===== src/rtl/intagg_pkg.sv =====
package intagg_pkg;
  localparam int SRC_N   = 3;
  localparam int SRC_EXT = 0;
  localparam int SRC_TMR = 1;
  localparam int SRC_CHG = 2;

  localparam int CTL_W      = 6;
  localparam int CTL_GLOBAL = 0;
  localparam int CTL_PERIPH = 1;
  localparam int CTL_EXT    = 2;
  localparam int CTL_TMR    = 3;
  localparam int CTL_CHG    = 4;
  localparam int CTL_EDGE   = 5;
  localparam logic [CTL_W-1:0] CTL_RESET = 6'b100000;

  typedef struct packed {
    logic [SRC_N-1:0] setSrc;
    logic [SRC_N-1:0] clrSrc;
    logic             ctlLoad;
    logic             maskLoad;
    logic             snapTake;
  } strobe_t;
endpackage


===== src/rtl/intagg_ctrl.sv =====
module intagg_ctrl
  import intagg_pkg::*;
#(
  parameter int SYNC_N = 2
) (
  input  logic             clk,
  input  logic             rstN,
  input  logic             extPin,
  input  logic             edgeRise,
  input  logic             tmrWrap,
  input  logic             portRead,
  input  logic             chgSeen,
  input  logic [SRC_N-1:0] flagClr,
  input  logic             ctlWr,
  input  logic             maskWr,
  output strobe_t          strb
);
  localparam int WARM  = SYNC_N + 1;
  localparam int CNT_W = $clog2(WARM + 1);

  logic [SYNC_N-1:0] syncChain;
  logic              prevSample;
  logic [CNT_W-1:0]  warmCnt;
  logic              syncOut;
  logic              warmDone;
  logic              edgeHit;

  // synchronizer chain, stage 0 samples the raw pin
  always_ff @(posedge clk) begin
    if (!rstN) begin
      syncChain <= '0;
    end else begin
      syncChain[0] <= extPin;
    end
  end

  generate
    for (genvar s = 1; s < SYNC_N; s++) begin : g_sync
      always_ff @(posedge clk) begin
        if (!rstN) syncChain[s] <= 1'b0;
        else       syncChain[s] <= syncChain[s-1];
      end
    end
  endgenerate

  assign syncOut = syncChain[SYNC_N-1];

  always_ff @(posedge clk) begin
    if (!rstN) begin
      prevSample <= 1'b0;
      warmCnt    <= '0;
    end else begin
      prevSample <= syncOut;
      if (!warmDone) warmCnt <= warmCnt + 1'b1;
    end
  end

  // edges are ignored until the chain holds real pin samples
  assign warmDone = (warmCnt == CNT_W'(WARM));
  assign edgeHit  = warmDone &&
                    (edgeRise ? (syncOut && !prevSample) : (!syncOut && prevSample));

  always_comb begin
    strb                  = '0;
    strb.setSrc[SRC_EXT]  = edgeHit;
    strb.setSrc[SRC_TMR]  = tmrWrap;
    // a change coinciding with a snapshot is lost
    strb.setSrc[SRC_CHG]  = chgSeen && !portRead;
    strb.clrSrc           = flagClr;
    strb.ctlLoad          = ctlWr;
    strb.maskLoad         = maskWr;
    strb.snapTake         = portRead;
  end
endmodule


===== src/rtl/intagg_dp.sv =====
module intagg_dp
  import intagg_pkg::*;
#(
  parameter int NPINS = 6,
  parameter int NPER  = 4,
  parameter int VEC_W = 13,
  parameter logic [VEC_W-1:0] VEC_ADDR = 'h4
) (
  input  logic             clk,
  input  logic             rstN,
  input  strobe_t          strb,
  input  logic [CTL_W-1:0] ctlData,
  input  logic [NPINS-1:0] maskData,
  input  logic [NPINS-1:0] portPins,
  input  logic [NPER-1:0]  perFlags,
  input  logic [NPER-1:0]  perEnables,
  input  logic             sleeping,
  output logic             edgeRise,
  output logic             chgSeen,
  output logic [SRC_N-1:0] srcFlags,
  output logic             irqReq,
  output logic             wakeUp,
  output logic [VEC_W-1:0] vecAddr
);
  logic [CTL_W-1:0] ctlReg;
  logic [NPINS-1:0] pinMask;
  logic [NPINS-1:0] snapReg;
  logic [SRC_N-1:0] flagReg;
  logic [SRC_N-1:0] srcEn;
  logic             coreHit;
  logic             perHit;
  logic             anyHit;

  always_ff @(posedge clk) begin
    if (!rstN) begin
      ctlReg  <= CTL_RESET;
      pinMask <= '0;
      snapReg <= portPins;
    end else begin
      if (strb.ctlLoad)  ctlReg  <= ctlData;
      if (strb.maskLoad) pinMask <= maskData;
      if (strb.snapTake) snapReg <= portPins;
    end
  end

  // sticky flags, a set beats a clear in the same cycle
  generate
    for (genvar i = 0; i < SRC_N; i++) begin : g_flag
      always_ff @(posedge clk) begin
        if (!rstN)                flagReg[i] <= 1'b0;
        else if (strb.setSrc[i])  flagReg[i] <= 1'b1;
        else if (strb.clrSrc[i])  flagReg[i] <= 1'b0;
      end
    end
  endgenerate

  assign chgSeen  = |((portPins ^ snapReg) & pinMask);
  assign edgeRise = ctlReg[CTL_EDGE];
  assign srcFlags = flagReg;

  always_comb begin
    srcEn          = '0;
    srcEn[SRC_EXT] = ctlReg[CTL_EXT];
    srcEn[SRC_TMR] = ctlReg[CTL_TMR];
    srcEn[SRC_CHG] = ctlReg[CTL_CHG];
  end

  assign coreHit = |(flagReg & srcEn);
  assign perHit  = ctlReg[CTL_PERIPH] && (|(perFlags & perEnables));
  assign anyHit  = coreHit || perHit;
  assign irqReq  = ctlReg[CTL_GLOBAL] && anyHit;
  assign wakeUp  = sleeping && anyHit;
  assign vecAddr = irqReq ? VEC_ADDR : '0;
endmodule


===== src/rtl/intagg_top.sv =====
module intagg_top
  import intagg_pkg::*;
#(
  parameter int NPINS  = 6,
  parameter int NPER   = 4,
  parameter int SYNC_N = 2,
  parameter int VEC_W  = 13,
  parameter logic [VEC_W-1:0] VEC_ADDR = 'h4
) (
  input  logic             clk,
  input  logic             rstN,
  input  logic             extPin,
  input  logic             tmrWrap,
  input  logic [NPINS-1:0] portPins,
  input  logic             portRead,
  input  logic [NPER-1:0]  perFlags,
  input  logic [NPER-1:0]  perEnables,
  input  logic             ctlWr,
  input  logic [5:0]       ctlData,
  input  logic             maskWr,
  input  logic [NPINS-1:0] maskData,
  input  logic [2:0]       flagClr,
  input  logic             sleeping,
  output logic             irqReq,
  output logic             wakeUp,
  output logic [VEC_W-1:0] vecAddr
);
  strobe_t          strb;
  logic             edgeRise;
  logic             chgSeen;
  logic [SRC_N-1:0] srcFlags;

  intagg_ctrl #(.SYNC_N(SYNC_N)) u_ctrl (
    .clk(clk), .rstN(rstN), .extPin(extPin), .edgeRise(edgeRise),
    .tmrWrap(tmrWrap), .portRead(portRead), .chgSeen(chgSeen),
    .flagClr(flagClr), .ctlWr(ctlWr), .maskWr(maskWr), .strb(strb)
  );

  intagg_dp #(.NPINS(NPINS), .NPER(NPER), .VEC_W(VEC_W), .VEC_ADDR(VEC_ADDR)) u_dp (
    .clk(clk), .rstN(rstN), .strb(strb), .ctlData(ctlData), .maskData(maskData),
    .portPins(portPins), .perFlags(perFlags), .perEnables(perEnables),
    .sleeping(sleeping), .edgeRise(edgeRise), .chgSeen(chgSeen),
    .srcFlags(srcFlags), .irqReq(irqReq), .wakeUp(wakeUp), .vecAddr(vecAddr)
  );
endmodule


===== config.mk =====
export PLATFORM = sky130hd
export DESIGN_NAME = intagg_top
export DESIGN_NICKNAME = d
export VERILOG_FILES = /design/src/rtl/intagg_pkg.sv /design/src/rtl/intagg_ctrl.sv /design/src/rtl/intagg_dp.sv /design/src/rtl/intagg_top.sv
export SDC_FILE = /design/constraint.sdc
export NUM_CORES = 1
export LEC_CHECK = 0
export BUFFER_PORTS_ARGS = -buffer_cell sky130_fd_sc_hd__buf_4
export CAP_MARGIN = 40
export CORE_UTILIZATION = 41
export CTS_CLUSTER_DIAMETER = 200
export DETAILED_ROUTE_END_ITERATION = 7
export PLACE_DENSITY = 0.8
export SYNTH_ARGS = -nofsm -noshare
export SYNTH_HDL_FRONTEND = slang
export SYNTH_SLANG_ARGS = --single-unit

===== constraint.sdc =====
create_clock -name clk -period 1.2 [get_ports clk]
set_input_delay 0.12 -clock clk [delete_from_list [all_inputs] [get_ports clk]]
set_output_delay 0.12 -clock clk [all_outputs]
set_load 0.01 [all_outputs]

# Word level (Yosys, flattened, before mapping)
# Cells that the tools add are included.
totals:
  register_bits: 20
  input_bits: 37
  out_inout_bits: 15
  elab_cells: 30
classes:
  eq_ne: 1
  n_mux: 8
  bitwise: 4
  reduce_logical: 11
ops:
  columns: ["operator", "n"]
  rows:
  - ["$mux W6", 2]
  - ["$and A6 B6 Y6", 1]
  - ["$reduce_or A6 Y1", 1]
  - ["$xor A6 B6 Y6", 1]
  - ["$mux W1", 5]
  - ["$and A4 B4 Y4", 1]
  - ["$logic_and A1 B1 Y1", 4]
  - ["$reduce_bool A2 Y1", 2]
  - ["$reduce_or A4 Y1", 1]
  - ["$and A3 B3 Y3", 1]
  - ["$mux W3", 1]
  - ["$reduce_or A3 Y1", 1]
  - ["$ne A2 B1 Y1 const B", 1]
  - ["$logic_not A1 Y1", 1]
  - ["$logic_or A1 B1 Y1", 1]

# Longest topological paths before layout
# Gate-level depths: netlist (run 1).
logic_depth:
  word_depth: 6
  ltp_mapped: 5
  depth_no_buf: 4

# By module
# A second synthesis (run 1) with hierarchy kept.
unflattened:
  hier_cells: 95
  hier_area_um2: 1049.8
by_module_without_submodules:
  columns: ["mod", "n_inst", "cells_each", "area_per_inst_um2", "seq_area_each_um2"]
  rows:
  - ["intagg_dp", 1, 85, 972.2, 480.5]
  - ["intagg_ctrl", 1, 10, 77.6, 0.0]

# Worst setup path after synthesis (run 1)
# No wires, ideal clock.
synth_path:
  kind: "register to output"
  start: "register u_dp.ctlReg[1]"
  end: "output vecAddr[2]"
  arrival_time_ns: 0.995
  t_required_ns: 1.080
  slack_ns: 0.085
  stages_incl_launch_ff: 5
  n_path_buf: 1
  cell_sequence: "dfxtp_1 -> a21boi_1 -> a221o_1 -> and2_1 -> buf_4"
synth_between:
  elab_chain_len: 4
synth_rtl:
  columns: ["item", "line_no", "rtl"]
  rows:
  - ["start, declared", "intagg_dp.sv:25", "logic [CTL_W-1:0] ctlReg;"]
  - ["start signal, assigned", "intagg_dp.sv:40", "if (strb.ctlLoad) ctlReg <= ctlData;"]
  - ["$logic_and A1 B1 Y1", "intagg_dp.sv:69", "assign perHit = ctlReg[CTL_PERIPH] && (|(perFlags & perEnables));"]
  - ["$logic_or A1 B1 Y1", "intagg_dp.sv:70", "assign anyHit = coreHit || perHit;"]
  - ["$logic_and A1 B1 Y1", "intagg_dp.sv:71", "assign irqReq = ctlReg[CTL_GLOBAL] && anyHit;"]
  - ["net irqReq", "intagg_top.sv:24", "output logic irqReq,"]
  - ["$mux W3", "intagg_dp.sv:73", "assign vecAddr = irqReq ? VEC_ADDR : '0;"]
  - ["end, declared", "intagg_top.sv:26", "output logic [VEC_W-1:0] vecAddr"]
# The timed path passes the listed nets, and every way through them passes these cells.

# Final worst setup path (run 1)
layout_path:
  start: "register u_dp.ctlReg[1]"
  end: "output irqReq"
layout_between:
  elab_chain_len: 3
layout_rtl:
  columns: ["item", "line_no"]
  rows:
  - ["$logic_and A1 B1 Y1", "intagg_dp.sv:69"]
  - ["$logic_or A1 B1 Y1", "intagg_dp.sv:70"]
  - ["$logic_and A1 B1 Y1", "intagg_dp.sv:71"]
  - ["end, declared", "intagg_top.sv:24"]
# No other way between the ends.

==> results_dict.tcl, run 1 <==
set metrics [dict create \
    outcome "finished with violations" \
    violations "negative setup slack" \
    die_h_um 47.8 \
    grt_overflow 0 \
    cts-root-buf "clkbuf_4" \
    die_w_um 47.8 \
    ctsHtreeMaxLevel 1 \
    drive_above_1_share_pct 39.1 \
    yosysSeqAreaShare_pct 49.0 \
    path_cells "a21boi_1, a221o_1, and2_4, buf_6" \
    setup_tns_ps -617 \
    post-route-period-util_pct 118 \
    finalNetCount 148 \
    cts_hold_buf 0 \
    cts.sinks 18 \
    p_switching_uw 286 \
    slowest_delay_ps 330 \
    antenna_cells 0 \
    rr_endpoint "u_dp.srcFlags[2]$_SDFFE_PN0P_" \
    worst-setup-path-type "reg -> out" \
    routed_wirelength_um 1520 \
    setup_viol 3 \
    pre_cts_ws_ps -15.6 \
    hp-start "flagClr[2]" \
    start_util_pct 43.7 \
    p_sw_share_pct 22.4 \
    reg2reg_from "u_dp.snapReg[5]$_DFFE_PP_" \
    finalWeightedCongestion 0.659 \
    clock_latency_ps 280 \
    post-cts-setup-buffers 0 \
    pwr-share-seq_pct 54.6 \
    core.rowCount 16 \
    vias_per_cell 4.36 \
    timing.final.max_slew_violations 0 \
    antenna_found_initial 0 \
    cp_max_fo 2 \
    dr.pass1.iters 4 \
    hold_end "u_dp.srcFlags[2]$_SDFFE_PN0P_" \
    final_cells 137 \
    clock_skew_ps 4.85 \
    core_mm2 0.00196 \
    synth_cell_types 19 \
    syn_avg_cell_area_um2 11.3 \
    portBuffers 35 \
    clock_path_buffers 2 \
    globalRouteTotalUtil_pct 14.9 \
    stdcell_area_mm2 0.00114 \
    design.die.area_mm2 0.00228 \
    grt_pass1_wl_um 2260 \
    num_vias 597 \
    ys_warn_count 2 \
    fin_crit_ps 1410 \
    ant_nets 0 \
    power_mw 1.28 \
    grt_pass1_vias 510 \
    maxCapViolations 0 \
    area_growth_pct 32.8 \
    synthCells 76 \
    dp_cells 133 \
    end_kind "output port" \
    clockPowerShare_pct 28.3 \
    dpl-instance-area_mm2 0.00109 \
    fill_cells 185 \
    holdPathStages 2 \
    fin_ws_ps -211 \
    wire_per_inst_um 11.1 \
    crit_arrival_ps 1290 \
    ir_worst_vdd_mv 0.694 \
    reg2regPathDepth 4 \
    drt_iter0_markers 7 \
    rsz0062_at_grt "true" \
    drc_errors 0 \
    powerDensity_mw_per_mm2 1120 \
    seqCellArea_um2 422 \
    io_pins 52 \
    cts_tree "yes" \
    p_leak_nw 0.531 \
    finalHoldViolations 0 \
    worstPathRequired_ps 1080 \
    netlist_area_um2 858 \
    p_int_uw 991 \
    clkTransAtPathRegs_ps 100 \
    dp_hpwl_um 1200 \
    cts-buffers-inserted 3 \
    pwr-share-comb_pct 17.1 \
    fin_util_pct 58.1 \
    grt_max_degree 14 \
    setup.worst_path.start_class "register" \
    whs_ps 19.6 \
    synth_seq_cells 18 \
    min_path_type "in -> reg" \
    multi_input_area_um2 374 \
    r2r_slack_ps 80 \
    cpMaxStageDelayCell "dfxtp_2" \
    clock.fmax_ghz 0.709 \
]
critical path: cells and delay by family (launching register included):
kind	cells	cell delay, ps
simple gates	1	160
compound gates	2	410
flops	1	330
buf+inv	1	110
power groups by stage:
stage	registers (mW)	logic (mW)	clock network (mW)
2_1_floorplan	0.705	0.140	0
3_3_place_gp	0.709	0.207	0
4_1_cts	0.698	0.218	0.372
3_5_place_dp	0.711	0.213	0
6_report	0.697	0.218	0.362
5_1_grt	0.702	0.244	0.398
worst max-delay path by stage:
stage | slack, ps | startpoint | to
CTS | -220 | u_dp.ctlReg[1]$_SDFFE_PN0P_ | vecAddr[2]
global placement | 8 | perFlags[0] | irqReq
global route | -270 | u_dp.ctlReg[1]$_SDFFE_PN0P_ | vecAddr[2]
finish | -210 | u_dp.ctlReg[1]$_SDFFE_PN0P_ | irqReq
floorplan | 90 | u_dp.ctlReg[1]$_SDFFE_PN0P_ | vecAddr[2]
detailed placement | -20 | perFlags[0] | irqReq
flip-flops by register name, summed over array words and instances, names as in the netlist:
| register | cells |
|---|---|
| u_dp.pinMask | 6 |
| u_dp.srcFlags | 2 |
| u_dp.ctlReg | 4 |
| u_dp.snapReg | 6 |
synth_stat cells:
library cell | instances | area (um^2)
buf_4 | 13 | 97.6
o22ai_1 | 1 | 6.26
nor2b_1 | 11 | 68.8
a22oi_2 | 1 | 12.5
and3_1 | 1 | 6.26
buf_2 | 1 | 5.00
dfxtp_1 | 12 | 240
conb_1 | 1 | 3.75
mux2i_1 | 10 | 100
a22oi_1 | 4 | 30.0
clkbuf_1 | 2 | 7.51
nand2_1 | 1 | 3.75
xor2_1 | 6 | 52.6
edfxtp_1 | 6 | 180
o21a_1 | 1 | 7.51
a21boi_1 | 1 | 7.51
a221o_1 | 1 | 10.0
nand2b_1 | 1 | 6.26
and2_1 | 2 | 12.5
cells by family after synthesis:
group                     after synthesis  share of synthesized area [%]
and+or+nand+nor                        16                           11.4
DFF                                    18                           49.0
other                                   1                          0.437
AOI/OAI and AO/OA                       9                           8.60
xor gates and xnor gates                6                           6.12
buffers and inverters                  16                           12.8
muxes                                  10                           11.7
placed cells by master, fill, tap and decap left out:
cell | Yosys | layout
xor2_1 | 6 | 6
mux2i_1 | 10 | 10
a22oi_2 | 1 | 1
edfxtp_1 | 6 | 6
o21a_1 | 1 | 1
clkbuf_8 | 0 | 1
o22ai_1 | 1 | 1
clkbuf_4 | 0 | 3
a22oi_1 | 4 | 4
dfxtp_2 | 0 | 1
and2_4 | 0 | 2
dfxtp_1 | 12 | 11
nand2_1 | 1 | 1
buf_4 | 13 | 32
nor2b_1 | 11 | 11
nand2b_1 | 1 | 1
a21boi_1 | 1 | 1
conb_1 | 1 | 12
a221o_1 | 1 | 1
buf_6 | 0 | 3
and3_1 | 1 | 1
routing by layer:
| metal | GRT usage [%] | wire, um |
|---|---|---|
| met1 | 20.1 | 651 |
| met5 | 0 | 0 |
| met2 | 22.7 | 778 |
| met3 | 2.26 | 71 |
| met4 | 8.33 | 23 |
area by class of cell:
cell class	instances	area share, %
multi-input combinational	53	32.8
clock buffer	4	3.18
tap	27	2.96
sequential	18	37.0
timing repair buffer	35	24.0
repair_timing:
item	4_1_cts	5_1_grt
hold endpoints to repair	0	0
pin swaps	2	0
endpoints found under the setup margin	3	3
gates resized for setup	5	1
Note: power is estimated with default switching activity, not from simulation.
==> run 2, diff against run 1 <==
--- a/config.mk
+++ b/config.mk
@@ -7,10 +7,11 @@
 export LEC_CHECK = 0
 export BUFFER_PORTS_ARGS = -buffer_cell sky130_fd_sc_hd__buf_4
 export CAP_MARGIN = 40
-export CORE_UTILIZATION = 41
+export CORE_UTILIZATION = 45
 export CTS_CLUSTER_DIAMETER = 200
 export DETAILED_ROUTE_END_ITERATION = 7
-export PLACE_DENSITY = 0.8
+export PLACE_DENSITY = 0.77
 export SYNTH_ARGS = -nofsm -noshare
 export SYNTH_HDL_FRONTEND = slang
+export SYNTH_HIERARCHICAL = 1
 export SYNTH_SLANG_ARGS = --single-unit
==> results_dict.tcl, run 2 <==
set metrics [dict create \
    outcome "finished with violations" \
    violations "negative setup slack" \
    io_pins 52 \
    antenna_cells 0 \
    ctsHtreeMaxLevel 1 \
    setup.worst_path.start_class "register" \
    fill_cells 177 \
    multi_input_area_um2 419 \
    syn_avg_cell_area_um2 11.0 \
    largest_registers "u_dp/pinMask: 6 flops, u_dp/snapReg: 6 flops, u_dp/ctlReg: 5 flops" \
    min_path_type "in -> reg" \
    drt_iter0_markers 10 \
    clock_latency_ps 300 \
    finalNetCount 164 \
    clock_path_buffers 2 \
    synthCells 92 \
    worstPathRequired_ps 1080 \
    vias_per_cell 4.50 \
    cts-root-buf "clkbuf_4" \
    ys_warn_count 7 \
    final_common_cell "buf_4" \
    seqCellArea_um2 462 \
    finalWeightedCongestion 0.685 \
    r2r_slack_ps -40 \
    crit_arrival_ps 1340 \
    area_growth_pct 28.4 \
    cts-buffers-inserted 3 \
    fin_ws_ps -258 \
    drc_errors 0 \
    clock.fmax_ghz 0.686 \
    die_h_um 49.5 \
    dr.pass1.iters 4 \
    design.die.area_mm2 0.00245 \
    core_mm2 0.00204 \
    stdcell_area_mm2 0.00131 \
    power_mw 1.56 \
    grt_overflow 0 \
    setup_viol 4 \
    clock_skew_ps 16.2 \
    cts_tree "yes" \
    cp_max_fo 2 \
    clkTransAtPathRegs_ps 120 \
    globalRouteTotalUtil_pct 14.9 \
    cts.sinks 20 \
    num_vias 689 \
    finalHoldViolations 0 \
    maxCapViolations 0 \
    grt_max_degree 16 \
    holdPathStages 2 \
    dpl-instance-area_mm2 0.00119 \
    grt_pass1_vias 703 \
    ant_nets 0 \
    portBuffers 37 \
    die_w_um 49.5 \
    p_leak_nw 0.607 \
    grt_pass1_wl_um 2780 \
    final_cells 153 \
    fin_crit_ps 1460 \
    end_kind "output port" \
    worst-setup-path-type "reg -> out" \
    wire_per_inst_um 10.8 \
    core.rowCount 16 \
    netlist_area_mm2 0.00102 \
    antenna_found_initial 0 \
    ir_worst_vdd_mv 0.906 \
    dp_hpwl_um 1250 \
    dp_cells 143 \
    timing.final.max_slew_violations 0 \
    final_cell_mix "buf_4 (37), conb_1 (13), nor2b_1 (13), dfxtp_1 (13), mux2i_1 (11)" \
    drive_above_1_share_pct 34.9 \
    rsz0062_at_grt "true" \
    post-cts-setup-buffers 0 \
    post-route-period-util_pct 121 \
    routed_wirelength_um 1650 \
    start_util_pct 49.8 \
    reg2regPathDepth 5 \
    powerDensity_mw_per_mm2 1200 \
]
run 2: changes by cell type in the layout (fill, tap and decap cells not counted), sizes merged, moves of 2 or more:
| cell | change |
|---|---|
| dlygate4sd3 | +6 |
| nor2b | +4 |
| a22o | +2 |
| a22oi | -2 |
| and2 | -2 |
| buf | +2 |
| dfxtp | +2 |
| o21a | +2 |
run 2: what timing repair did:
item,4_1_cts,5_1_grt
pin swaps,8,1
endpoints found under the hold margin,6,0
gates cloned,0,0
hold buffers,6,0
endpoints found under the setup margin,4,4
resized for setup,0,1
run 2: power by group:
group	internal, mW	leakage [nW]	switching [mW]
sequential	0.746	0.177	0.0237
clock	0.337	0.0279	0.205
combinational	0.156	0.401	0.0943
total	1.24	0.607	0.324
run 2: cell type report:
type	count	share of cell area [%]
clock buffer	3	1.73
sequential	20	35.4
multi-input combinational	59	32.1
clock inverter	1	2.30
tap	27	2.59
timing repair buffer	43	25.9
run 2: final timing paths:
| check | start | end |
|---|---|---|
| hold reg to reg | u_dp/ctlReg[4]$_SDFFE_PN0P_ | u_dp/ctlReg[4]$_SDFFE_PN0P_ |
| setup / recovery | u_dp/ctlReg[4]$_SDFFE_PN0P_ | irqReq |
| setup reg to reg | u_dp/snapReg[3]$_DFFE_PP_ | u_dp/srcFlags[2]$_SDFFE_PN0P_ |
| hold / removal | tmrWrap | u_dp/srcFlags[1]$_SDFFE_PN0P_ |
run 2: through the flow:
step	setup WS, ps	util (%)	hold slack (ps)	setup TNS (ps)
5_1_grt	-359	63.9	19.9	-1210
3_5_place_dp	-50.4	58.3	317	-50.4
4_1_cts	-279	63.8	21.0	-842
3_3_place_gp	-34.7	58.3	316	-34.7
2_1_floorplan	33.3	-	219	0
6_report	-258	63.9	32.1	-781
run 2: per-layer routing:
layer	up-vias	track usage (%)	wire length, um
li1	347	-	-
met3	0	4.01	116
met5	-	0	0
met1	310	17.0	715
met2	32	26.9	813
met4	0	4.29	0
run 2: worst max-delay path, stage by stage, from the launching register on:
cell and delay [ps]:
dfxtp_2 340, a222oi_1 390, a21boi_1 140, buf_4 160
==> run 3, diff against run 2 <==
--- a/config.mk
+++ b/config.mk
@@ -7,6 +7,7 @@
 export LEC_CHECK = 0
 export BUFFER_PORTS_ARGS = -buffer_cell sky130_fd_sc_hd__buf_4
 export CAP_MARGIN = 40
+export CORE_ASPECT_RATIO = 0.8
 export CORE_UTILIZATION = 45
 export CTS_CLUSTER_DIAMETER = 200
 export DETAILED_ROUTE_END_ITERATION = 7
==> constraint.sdc (replaced) <==
create_clock -name clk -period 1.2 [get_ports clk]
set_input_delay 0.06 -clock clk [delete_from_list [all_inputs] [get_ports clk]]
set_output_delay 0.06 -clock clk [all_outputs]
set_load 0.01 [all_outputs]
==> results_dict.tcl, run 3 (synthesis gave the netlist of run 2 again) <==
set metrics [dict create \
    start_util_pct 50.9 \
    reg2regPathDepth 5 \
    maxCapViolations 0 \
    setup.worst_path.start_class "register" \
    die_w_um 55.1 \
    vias_per_cell 4.63 \
    num_vias 704 \
    clock.fmax_ghz 0.696 \
    dr.pass1.iters 4 \
    post-cts-setup-buffers 0 \
    final_cell_mix "buf_4 (37), conb_1 (13), nor2b_1 (13), dfxtp_1 (13), mux2i_1 (11)" \
    rsz0062_at_grt "true" \
    path_cells "a222oi_1, a21boi_1, buf_4" \
    clkTransAtPathRegs_ps 110 \
    p_leak_nw 0.615 \
    io_pins 52 \
    antenna_found_initial 0 \
    final_common_cell "buf_4" \
    cts-buffers-inserted 3 \
    drt_iter0_markers 15 \
    core.rowCount 14 \
    powerDensity_mw_per_mm2 1190 \
    design.die.area_mm2 0.00245 \
    portBuffers 37 \
    power_mw 1.57 \
    rr_endpoint "u_dp/srcFlags[2]$_SDFFE_PN0P_" \
    slowest_delay_ps 440 \
    worst-setup-path-type "reg -> out" \
    worstPathRequired_ps 1140 \
    dp_hpwl_um 1350 \
    clock_path_buffers 2 \
    routed_wirelength_um 1790 \
    largest_registers "u_dp/pinMask: 6 flops, u_dp/snapReg: 6 flops, u_dp/ctlReg: 5 flops" \
    grt_pass1_vias 630 \
    hold_end "u_dp/ctlReg[3]$_SDFFE_PN0P_" \
    outcome "finished with violations" \
    clock_skew_ps 8.32 \
    ir_worst_vdd_mv 1.26 \
    die_h_um 44.5 \
    hp-start "ctlData[3]" \
    startpoint "u_dp/ctlReg[4]$_SDFFE_PN0P_" \
    cpMaxStageDelayCell "a222oi_1" \
    end_kind "output port" \
    core_mm2 0.00200 \
    finalWeightedCongestion 0.721 \
    post-route-period-util_pct 120 \
    cp_max_fo 2 \
    area_growth_pct 30.0 \
    cts.sinks 20 \
    antenna_cells 0 \
    grt_overflow 0 \
    r2r_slack_ps -60 \
    fin_ws_ps -236 \
    reg2reg_from "u_dp/snapReg[2]$_DFFE_PP_" \
    finalHoldViolations 0 \
    drive_above_1_share_pct 34.4 \
    fin_crit_ps 1440 \
    finalNetCount 166 \
    cts_tree "yes" \
    timing.final.max_slew_violations 0 \
    holdPathStages 3 \
    setup_tns_ps -725 \
    whs_ps 6.42 \
    clock_latency_ps 310 \
    drc_errors 0 \
    violations "negative setup slack" \
    globalRouteTotalUtil_pct 16.7 \
    min_path_type "in -> reg" \
    grt_max_degree 16 \
    crit_arrival_ps 1380 \
    setup_viol 4 \
    cts-root-buf "clkbuf_4" \
    grt_pass1_wl_um 2770 \
    ctsHtreeMaxLevel 1 \
    fin_util_pct 66.2 \
    wire_per_inst_um 11.8 \
    ant_nets 0 \
]
[run 3: cell types whose count changed in the layout (fill, tap and decap cells not counted), sizes merged]
cell         before  now
dlygate4sd3       6    8
[run 3: per-stage QoR]
stage               cell area (um^2)  std cells  setup WS, ps
detailed placement              1190        140         -58.4
floorplan                       1060        103          33.3
CTS                             1310        151          -254
global placement                1190        140         -39.9
finish                          1320        152          -236
global route                    1320        152          -386
[run 3: worst max-delay path by stage]
stage                               endpoint  depth (start not counted)
2_1_floorplan  u_dp/srcFlags[2]$_SDFFE_PN0P_                          5
3_3_place_gp   u_dp/srcFlags[2]$_SDFFE_PN0P_                          5
3_5_place_dp   u_dp/srcFlags[2]$_SDFFE_PN0P_                          5
4_1_cts                           vecAddr[2]                          3
5_1_grt                           vecAddr[2]                          3
6_report                          vecAddr[2]                          3
[run 3: where the power goes]
group | internal [mW] | leakage (nW) | total (mW) | switching (mW)
sequential | 0.746 | 0.177 | 0.770 | 0.0234
clock | 0.338 | 0.0279 | 0.541 | 0.203
combinational | 0.160 | 0.410 | 0.258 | 0.0980
[run 3: area by class of cell]
cell class,count,area (um^2)
tap,24,30.0
multi-input combinational,59,419
fill,157,676
sequential,20,462
clock inverter,1,30.0
timing repair buffer,45,358
clock buffer,3,22.5
[run 3: what timing repair did]
item | in CTS | in global routing
gates resized for setup | 0 | 1
hold endpoints to repair | 7 | 1
hold buffers | 7 | 1
setup endpoints to repair | 4 | 4
pin swaps | 5 | 1
[run 3: routing by layer]
metal	global-route usage [%]	wire, um
met1	20.8	784
met2	26.0	879
met3	6.87	112
met4	6.00	15
met5	0	0
[run 3: worst max-delay path, delay by kind of cell (launching register included)]
| family | cells | cell delay [ps] |
|---|---|---|
| AO/OA/AOI/OAI | 2 | 590 |
| buffers and inverters | 1 | 170 |
| flip-flops | 1 | 320 |
